### config.mk
export PLATFORM = sky130hd
export DESIGN_NAME = thr_fifo_dma
export DESIGN_NICKNAME = d
export VERILOG_FILES = /design/src/rtl/thr_fifo_pkg.sv /design/src/rtl/tfd_ring.sv /design/src/rtl/tfd_byte_port.sv /design/src/rtl/tfd_level_mon.sv /design/src/rtl/thr_fifo_dma.sv
export SDC_FILE = /design/constraint.sdc
export NUM_CORES = 1
export LEC_CHECK = 0
export ABC_AREA = 1
export CORE_MARGIN = 2
export CORE_UTILIZATION = 40
export CTS_CLUSTER_SIZE = 40
export DETAILED_ROUTE_END_ITERATION = 6
export GPL_TIMING_DRIVEN = 1
export MAX_ROUTING_LAYER = met4
export PLACE_DENSITY = 0.62
export SYNTH_ARGS = -nofsm -noshare
export SYNTH_HDL_FRONTEND = slang
export SYNTH_SLANG_ARGS = --single-unit
export TNS_END_PERCENT = 20
### constraint.sdc
create_clock -name clk_i -period 6.3 [get_ports clk_i]
set_clock_uncertainty 0.2 [all_clocks]
set_input_delay 0.63 -clock clk_i [delete_from_list [all_inputs] [get_ports clk_i]]
set_output_delay 0.63 -clock clk_i [all_outputs]
set_load 0.1 [all_outputs]
### src/rtl/thr_fifo_pkg.sv
package thr_fifo_pkg;
  localparam int WORD_W    = 16;
  localparam int BYTE_W    = 8;
  localparam int THR_W     = 5;
  localparam int RXDMA_BIT = 15;
  localparam int AF_LSB    = 8;
  localparam int TXDMA_BIT = 7;
  localparam int AE_LSB    = 0;

  typedef struct packed {
    logic             rx_dma;
    logic [THR_W-1:0] af_lvl;
    logic             tx_dma;
    logic [THR_W-1:0] ae_lvl;
  } buf_cfg_t;

  localparam buf_cfg_t CFG_RST = '{rx_dma: 1'b0, af_lvl: 5'd31, tx_dma: 1'b0, ae_lvl: 5'd0};

  function automatic buf_cfg_t cfg_unpack(input logic [WORD_W-1:0] w);
    buf_cfg_t c;
    c.rx_dma = w[RXDMA_BIT];
    c.af_lvl = w[AF_LSB +: THR_W];
    c.tx_dma = w[TXDMA_BIT];
    c.ae_lvl = w[AE_LSB +: THR_W];
    return c;
  endfunction

  function automatic logic [WORD_W-1:0] cfg_pack(input buf_cfg_t c);
    logic [WORD_W-1:0] w;
    w = '0;
    w[RXDMA_BIT]         = c.rx_dma;
    w[AF_LSB +: THR_W]   = c.af_lvl;
    w[TXDMA_BIT]         = c.tx_dma;
    w[AE_LSB +: THR_W]   = c.ae_lvl;
    return w;
  endfunction
endpackage

### src/rtl/tfd_ring.sv
module tfd_ring #(
  parameter int DEPTH = 32,
  parameter int WIDTH = 16,
  localparam int PW = $clog2(DEPTH),
  localparam int CW = $clog2(DEPTH + 1)
) (
  input  logic             clk_i,
  input  logic             rst_ni,
  input  logic             push_i,
  input  logic [WIDTH-1:0] wdata_i,
  input  logic             pop_i,
  output logic [WIDTH-1:0] rdata_o,
  output logic [CW-1:0]    level_o,
  output logic             full_o,
  output logic             empty_o
);
  logic [WIDTH-1:0] mem_q [DEPTH];
  logic [PW-1:0]    start_q;
  logic [CW-1:0]    level_q;
  logic [PW-1:0]    wr_idx, start_inc;
  logic [CW:0]      sum_w;
  logic             push_ok, pop_ok;

  assign full_o  = (level_q == CW'(DEPTH));
  assign empty_o = (level_q == '0);
  assign push_ok = push_i && !full_o;
  assign pop_ok  = pop_i && !empty_o;
  assign rdata_o = mem_q[start_q];
  assign level_o = level_q;

  // write slot = (start + level) mod DEPTH
  always_comb begin
    sum_w     = (CW+1)'(start_q) + (CW+1)'(level_q);
    wr_idx    = PW'((sum_w >= (CW+1)'(DEPTH)) ? sum_w - (CW+1)'(DEPTH) : sum_w);
    start_inc = (start_q == PW'(DEPTH - 1)) ? '0 : start_q + PW'(1);
  end

  always_ff @(posedge clk_i or negedge rst_ni) begin
    if (!rst_ni) begin
      for (int i = 0; i < DEPTH; i++) mem_q[i] <= '0;
    end else if (push_ok) begin
      mem_q[wr_idx] <= wdata_i;
    end
  end

  always_ff @(posedge clk_i or negedge rst_ni) begin
    if (!rst_ni) begin
      start_q <= '0;
      level_q <= '0;
    end else begin
      if (pop_ok) start_q <= start_inc;
      unique case ({push_ok, pop_ok})
        2'b10:   level_q <= level_q + CW'(1);
        2'b01:   level_q <= level_q - CW'(1);
        default: level_q <= level_q;
      endcase
    end
  end

  p_no_overflow_r3: assert property (@(posedge clk_i) disable iff (!rst_ni)
    level_q <= CW'(DEPTH));
  p_full_drop_r3: assert property (@(posedge clk_i) disable iff (!rst_ni)
    (full_o && push_i && !pop_i) |=> (level_q == CW'(DEPTH)));
  p_empty_pop_r4: assert property (@(posedge clk_i) disable iff (!rst_ni)
    (empty_o && pop_i && !push_i) |=> ($stable(start_q) && level_q == '0));
  p_empty_rdata_r4: assert property (@(posedge clk_i) disable iff (!rst_ni)
    (empty_o && pop_i && !push_i) |=> $stable(rdata_o));
endmodule

### src/rtl/tfd_byte_port.sv
module tfd_byte_port
  import thr_fifo_pkg::*;
(
  input  logic              clk_i,
  input  logic              rst_ni,
  input  logic              dir_rx_i,
  input  logic              card_wr_i,
  input  logic [BYTE_W-1:0] card_wbyte_i,
  output logic              push_o,
  output logic [WORD_W-1:0] push_word_o,
  input  logic              card_rd_i,
  input  logic              empty_i,
  input  logic [WORD_W-1:0] rdata_i,
  output logic [BYTE_W-1:0] card_rbyte_o,
  output logic              pop_o
);
  logic              rx_hi_q, tx_hi_q;
  logic [BYTE_W-1:0] lo_q;
  logic              rx_take, tx_take;

  assign rx_take      = card_wr_i && dir_rx_i;
  assign tx_take      = card_rd_i && !dir_rx_i && !empty_i;
  assign push_o       = rx_take && rx_hi_q;
  assign push_word_o  = {card_wbyte_i, lo_q};
  assign card_rbyte_o = tx_hi_q ? rdata_i[WORD_W-1:BYTE_W] : rdata_i[BYTE_W-1:0];
  assign pop_o        = tx_take && tx_hi_q;

  always_ff @(posedge clk_i or negedge rst_ni) begin
    if (!rst_ni) begin
      rx_hi_q <= 1'b0;
      tx_hi_q <= 1'b0;
      lo_q    <= '0;
    end else begin
      if (rx_take) begin
        rx_hi_q <= !rx_hi_q;
        if (!rx_hi_q) lo_q <= card_wbyte_i;
      end
      if (tx_take) tx_hi_q <= !tx_hi_q;
    end
  end

  p_pop_on_second_r2: assert property (@(posedge clk_i) disable iff (!rst_ni)
    pop_o |=> !tx_hi_q);
endmodule

### src/rtl/tfd_level_mon.sv
module tfd_level_mon
  import thr_fifo_pkg::*;
#(
  parameter int CW = 6
) (
  input  logic          clk_i,
  input  logic          rst_ni,
  input  logic [CW-1:0] level_i,
  input  buf_cfg_t      cfg_i,
  input  logic          dir_rx_i,
  input  logic          xfer_i,
  input  logic          cfg_we_i,
  input  logic          wr_rx_dma_i,
  input  logic          wr_tx_dma_i,
  output logic          rx_dreq_o,
  output logic          tx_dreq_o,
  output logic          af_flag_o,
  output logic          ae_flag_o
);
  logic idle, rx_hit, tx_hit;
  logic rx_dreq_d, tx_dreq_d, af_d, ae_d;

  always_comb begin
    idle      = !xfer_i && (level_i == '0);
    rx_hit    = dir_rx_i && (int'(level_i) > int'(cfg_i.af_lvl));
    tx_hit    = !dir_rx_i && (int'(level_i) < int'(cfg_i.ae_lvl));
    rx_dreq_d = !idle && rx_hit && cfg_i.rx_dma;
    tx_dreq_d = !idle && tx_hit && cfg_i.tx_dma;
    // a write enabling DMA wipes the flag at once
    af_d      = !idle && rx_hit && !cfg_i.rx_dma && !(cfg_we_i && wr_rx_dma_i);
    ae_d      = !idle && tx_hit && !cfg_i.tx_dma && !(cfg_we_i && wr_tx_dma_i);
  end

  always_ff @(posedge clk_i or negedge rst_ni) begin
    if (!rst_ni) begin
      rx_dreq_o <= 1'b0;
      tx_dreq_o <= 1'b0;
      af_flag_o <= 1'b0;
      ae_flag_o <= 1'b0;
    end else begin
      rx_dreq_o <= rx_dreq_d;
      tx_dreq_o <= tx_dreq_d;
      af_flag_o <= af_d;
      ae_flag_o <= ae_d;
    end
  end

  p_rx_dir_r5: assert property (@(posedge clk_i) disable iff (!rst_ni)
    (rx_dreq_o || af_flag_o) |-> $past(dir_rx_i));
  p_tx_dir_r6: assert property (@(posedge clk_i) disable iff (!rst_ni)
    (tx_dreq_o || ae_flag_o) |-> !$past(dir_rx_i));
  p_idle_clear_r7: assert property (@(posedge clk_i) disable iff (!rst_ni)
    (!xfer_i && level_i == '0) |=> !(rx_dreq_o || tx_dreq_o || af_flag_o || ae_flag_o));
  p_cfg_clear_r9: assert property (@(posedge clk_i) disable iff (!rst_ni)
    (cfg_we_i && wr_tx_dma_i) |=> !ae_flag_o);
  p_cfg_clear_af_r9: assert property (@(posedge clk_i) disable iff (!rst_ni)
    (cfg_we_i && wr_rx_dma_i) |=> !af_flag_o);
endmodule

### src/rtl/thr_fifo_dma.sv
module thr_fifo_dma
  import thr_fifo_pkg::*;
#(
  parameter int DEPTH = 32,
  localparam int CW = $clog2(DEPTH + 1)
) (
  input  logic              clk_i,
  input  logic              rst_ni,
  input  logic              xfer_active_i,
  input  logic              dir_rx_i,
  input  logic              cfg_we_i,
  input  logic [WORD_W-1:0] cfg_wdata_i,
  output logic [WORD_W-1:0] cfg_rdata_o,
  input  logic              host_push_i,
  input  logic [WORD_W-1:0] host_wdata_i,
  input  logic              host_pop_i,
  output logic [WORD_W-1:0] host_rdata_o,
  input  logic              card_wr_i,
  input  logic [BYTE_W-1:0] card_wbyte_i,
  input  logic              card_rd_i,
  output logic [BYTE_W-1:0] card_rbyte_o,
  output logic [CW-1:0]     level_o,
  output logic              rx_dreq_o,
  output logic              tx_dreq_o,
  output logic              af_flag_o,
  output logic              ae_flag_o
);
  buf_cfg_t          cfg_q;
  logic              card_push, card_pop;
  logic [WORD_W-1:0] card_word, ring_rdata;
  logic              ring_push, ring_pop, ring_full, ring_empty;
  logic [WORD_W-1:0] ring_wdata;
  logic              unused_cfg_bits;

  assign unused_cfg_bits = ^{cfg_wdata_i[14:13], cfg_wdata_i[6:5], ring_full};

  always_ff @(posedge clk_i or negedge rst_ni) begin
    if (!rst_ni)       cfg_q <= CFG_RST;
    else if (cfg_we_i) cfg_q <= cfg_unpack(cfg_wdata_i);
  end
  assign cfg_rdata_o = cfg_pack(cfg_q);

  // direction selects which side fills and which drains
  assign ring_push  = dir_rx_i ? card_push : host_push_i;
  assign ring_wdata = dir_rx_i ? card_word : host_wdata_i;
  assign ring_pop   = dir_rx_i ? host_pop_i : card_pop;
  assign host_rdata_o = ring_rdata;

  tfd_ring #(.DEPTH(DEPTH), .WIDTH(WORD_W)) u_ring (
    .clk_i   (clk_i),
    .rst_ni  (rst_ni),
    .push_i  (ring_push),
    .wdata_i (ring_wdata),
    .pop_i   (ring_pop),
    .rdata_o (ring_rdata),
    .level_o (level_o),
    .full_o  (ring_full),
    .empty_o (ring_empty)
  );

  tfd_byte_port u_bytes (
    .clk_i        (clk_i),
    .rst_ni       (rst_ni),
    .dir_rx_i     (dir_rx_i),
    .card_wr_i    (card_wr_i),
    .card_wbyte_i (card_wbyte_i),
    .push_o       (card_push),
    .push_word_o  (card_word),
    .card_rd_i    (card_rd_i),
    .empty_i      (ring_empty),
    .rdata_i      (ring_rdata),
    .card_rbyte_o (card_rbyte_o),
    .pop_o        (card_pop)
  );

  tfd_level_mon #(.CW(CW)) u_mon (
    .clk_i       (clk_i),
    .rst_ni      (rst_ni),
    .level_i     (level_o),
    .cfg_i       (cfg_q),
    .dir_rx_i    (dir_rx_i),
    .xfer_i      (xfer_active_i),
    .cfg_we_i    (cfg_we_i),
    .wr_rx_dma_i (cfg_wdata_i[RXDMA_BIT]),
    .wr_tx_dma_i (cfg_wdata_i[TXDMA_BIT]),
    .rx_dreq_o   (rx_dreq_o),
    .tx_dreq_o   (tx_dreq_o),
    .af_flag_o   (af_flag_o),
    .ae_flag_o   (ae_flag_o)
  );

  p_dir_gate_r10: assert property (@(posedge clk_i) disable iff (!rst_ni)
    (dir_rx_i && host_push_i && !card_wr_i && !host_pop_i) |=> $stable(level_o));
  p_dir_gate_tx_r10: assert property (@(posedge clk_i) disable iff (!rst_ni)
    (!dir_rx_i && card_wr_i && !host_push_i && !card_rd_i) |=> $stable(level_o));
endmodule

==> results.md <==
- The flow ran to the end, and the final reports show no timing, DRC or antenna violations.
- The floorplan step set the die width to 275 um.
- The final layout contains ~3.8k nets.
- Summing over every cut layer, the via total after detailed routing is 27.0k.
- The worst register-to-register path ends at u_ring.mem_q[101].
- The kind of start point of the critical path is a flop.
- For the worst-skew pair, the clock arrives at the later sink with an insertion delay of between 0.6 and 0.7 ns.
- After synthesis, the largest family of logic cells by area is simple AND/OR/NAND/NOR gates.
- Setup violations remaining at the end of the flow were counted as 0.
- In the synthesized netlist, the number of instances is just under 4k.
- In this run, synthesis produced a sequential element count of around 550.
- The final-report hold violation count is 0.
- The compound-cell area share of the yosys netlist was 0.0103.
- The total CTS buffers is 58.
- The post-route antenna net violation count is 0.
- Using the TritonRoute via totals, the vias-per-cell ratio works out to between 5 and 6.
- The final routed wirelength across all metal layers is 99000 um.
- After the first detailed-routing iteration, the DRC count stood at 3259.
- The largest net degree at the start of global routing is 174.
- The number of stages on the worst hold path is 2.
- Setup repair after global routing left no endpoint under its margin.
- Of all nets on the critical path, the largest fanout is 49.
- 99 I/O pins were placed.
- The clock tree synthesis step divided the H-tree into 2 levels.
- The final cell utilization of the core is 0.445.
- For the final routed database, the setup TNS stands at 0 ns.
- The count of warnings emitted by yosys is 0.
- The most common flop cell mapped by yosys is dfrtp_1.
- The startpoint identified for the worst register-to-register timing path is u_ring.start_q[2].
- The share of the Yosys chip area taken by registers is 0.469.
- The layout-stage area growth over the synthesis result is 10.4%.
- TritonCTS built the clock tree.
- The synthesized netlist contains 46 unique library cells.
- Global routing finished with a remaining overflow of 0.
- Gates resized during post-CTS repair numbered 0.
- The die is 275 um tall.
- The slew at the pin closest to its max-slew limit is between 1 and 1.5 ns.
- The floorplan step defined a core boundary enclosing 72700 um^2.
- The register clock-pin slew on the reported worst setup and hold paths is 0.06 ns.
- The combined global-route utilization of all metal layers is 0.269.
- The root buffer cell chosen for the clock tree is clkbuf_16.
- The routed design could run at a clock period as short as 5.72 ns.
- The category of the most critical setup path is reg -> out.
- The maximum clock insertion buffer count is 3.
- The path depth of the worst reg2reg path is 10.
- The maximum clock frequency is 0.175 GHz.
- Detailed placement finished with a half-perimeter wire length of 53000 um.
- The worst setup path is captured at a primary output.
- The start point of the worst min-delay path is u_ring.mem_q[241].
- The clock drives 549 sinks.
- Of the post-synthesis cell area, the part taken by muxes is 0.000769.
- The share of async-settable or async-resettable flops after synthesis is 1.00.
- The xor/xnor cell area share of the yosys netlist is 0.00175.
- Of the available clock period, the critical path in the final layout requires 0.908.
- The number of maximum-capacitance violations is 0.
- The die covers 75400 um^2.
- The share of final-layout standard cells stronger than drive strength 1 is 0.0643.
- In the final routed layout, each cell accounts on average for ~21 um.
- The number of rows in the core area is 99.
- The register-to-register setup slack is 2.03 ns.
- The worst setup slack after placement is approximately 1.4 ns.
- The worst-case hold path end point is u_ring.mem_q[241].
- The length of the first detailed-routing pass in iterations is 5.
- The number of global-route vias before repair came to 25.4k.
- The required arrival time at the worst endpoint is 5.47 ns.
- The critical path data arrival time is 4.89 ns.
- The average size of a mapped cell is 7.62 um^2.
- The number of max-slew violations in the final report is 0.
- The number of antenna violations at the first check in global routing came to 1.
- The number of synthesized flops with an enable pin is 0.
- For this run, design rule violations remaining after detail routing come to 0.
- Port buffering added 90 buffers.
- Of the total synthesized cell area, the portion taken by full adders, half adders and majority gates is 0.00991.
- At the end of routability-driven placement, the weighted congestion stood at 0.863.
- Of the total synthesized cell area, the portion taken by AND, OR, NAND and NOR gates is 0.439.
- The kind of path behind the tightest hold check is reg -> reg.
- The global-route wire length before repair is around 150000 um.
- The worst pin sits at a relative slew slack of 0.252.
- The count of fill cells added during filler insertion is 7323.
- After layout, the worst setup slack is 0.577 ns.
- The synthesized area is roughly 29000 um^2.
- The initial standard-cell utilization of the core is 0.403.
## what timing repair did
item / in CTS / in global routing
endpoints found under the hold margin: 102 / 0
hold buffers: 1 / 0
setup buffers: 0 / 0
## through the flow
stage                     instance area [um^2]  hold WS (ns)  cells
final                                    32400         0.268   4707
after detailed placement                 30400         0.258   4598
after floorplan                          29300         0.134   3846
after global placement                   30400         0.253   4598
after CTS                                32300         0.273   4705
after global routing                     32400         0.285   4707
## kinds of logic (layout without fill, tap and decap cells)
logic type	Yosys count	after routing
buffers and inverters	419	319
other	1	6
XOR/XNOR	5	5
adder cells (fa/ha/maj)	22	22
flip-flops	549	549
multiplexers	2	2
AND/OR/NAND/NOR	2790	2790
AO/OA/AOI/OAI	55	55
## critical path, stage by stage (launching register included)
cell and delay, ns:
dfrtp_4 0.94, buf_4 0.65, buf_4 0.66, nand3_1 0.14, nand3_1 0.10, nand2_1 0.11, nand2_1 0.08, nand3_1 0.28
and2_1 0.28, clkdlybuf4s50_1 0.97
## synthesized netlist by cell type, drive strengths merged (3+ instances only)
cell type     n  area share
a21oi        10      0.0017
and2         16      0.0034
buf         181       0.038
clkbuf      194       0.025
clkinv        3     0.00038
dfrtp       544        0.46
dfstp         5      0.0045
ha           20      0.0085
inv          41      0.0054
nand2      1758        0.23
nand3       473       0.090
nand4       518        0.11
nor2         21      0.0071
o21ai        36      0.0063
xnor2         3      0.0012
## final cells by class
class | count | area, um^2 | share of cell area
inverter | 44 | 188 | 0.00580
antenna | 2 | 5.00 | 0.000155
timing repair buffer | 169 | 1640 | 0.0507
tap | 959 | 1200 | 0.0371
clock inverter | 13 | 166 | 0.00514
multi-input combinational | 2878 | 13700 | 0.422
clock buffer | 93 | 1740 | 0.0539
sequential | 549 | 13800 | 0.425
## layer usage
metal  vias up  share of wire  GRT usage
met1     13193           0.43      0.368
li1      12575              -          -
met5         -              0          -
met4         0          0.027     0.0818
met2      1061           0.46      0.406
met3       149          0.082     0.0481
## layout by cell type, fill, tap and decap left out, types with 3 or more instances in the layout
| cell | synthesis | layout |
|---|---|---|
| clkbuf_1 | 194 | 19 |
| ha_1 | 20 | 20 |
| a21oi_1 | 10 | 10 |
| clkbuf_16 | 0 | 58 |
| nand2_1 | 1754 | 1754 |
| inv_1 | 38 | 35 |
| nand3_4 | 16 | 16 |
| buf_12 | 0 | 11 |
| and2_1 | 16 | 16 |
| bufinv_16 | 0 | 3 |
| nand4_1 | 518 | 518 |
| buf_4 | 11 | 67 |
| nand3_1 | 441 | 441 |
| clkbuf_8 | 0 | 16 |
| nor2_1 | 13 | 13 |
| nor2_8 | 8 | 8 |
| inv_4 | 2 | 3 |
| o21ai_0 | 27 | 27 |
| conb_1 | 1 | 4 |
| dfrtp_1 | 544 | 541 |
| clkinv_2 | 0 | 8 |
| clkdlybuf4s50_1 | 0 | 89 |
| nand3_2 | 16 | 16 |
| dfstp_2 | 5 | 5 |
| o21ai_4 | 0 | 8 |
## how the worst max path moves through the flow
stage          cells after the start         startpoint  slack (ns)                 to
3_5_place_dp                       9  u_ring.start_q[1]        1.42    host_rdata_o[7]
5_1_grt                           10  u_ring.start_q[1]        0.53    card_rbyte_o[3]
4_1_cts                            9  u_ring.start_q[1]        0.73    host_rdata_o[7]
2_1_floorplan                     15  u_ring.level_o[5]        2.78  u_ring.level_o[5]
3_3_place_gp                       9  u_ring.start_q[1]        1.39    host_rdata_o[7]
6_report                           9  u_ring.start_q[1]        0.58    host_rdata_o[4]
## sequential cells by signal (all words and copies together), names as in the netlist
signal and cells:
u_ring.start_q 5, u_mon.rx_dreq_o 1, cfg_rdata_o 12, u_bytes.lo_q 8
u_bytes.rx_hi_q 1, u_mon.ae_flag_o 1, u_ring.level_o 6, u_mon.af_flag_o 1
u_ring.mem_q 512, u_bytes.tx_hi_q 1, u_mon.tx_dreq_o 1
Power is left out: the tool's default activity adds up to more than one toggle a clock period on the data nets, which glitch-free logic cannot reach.
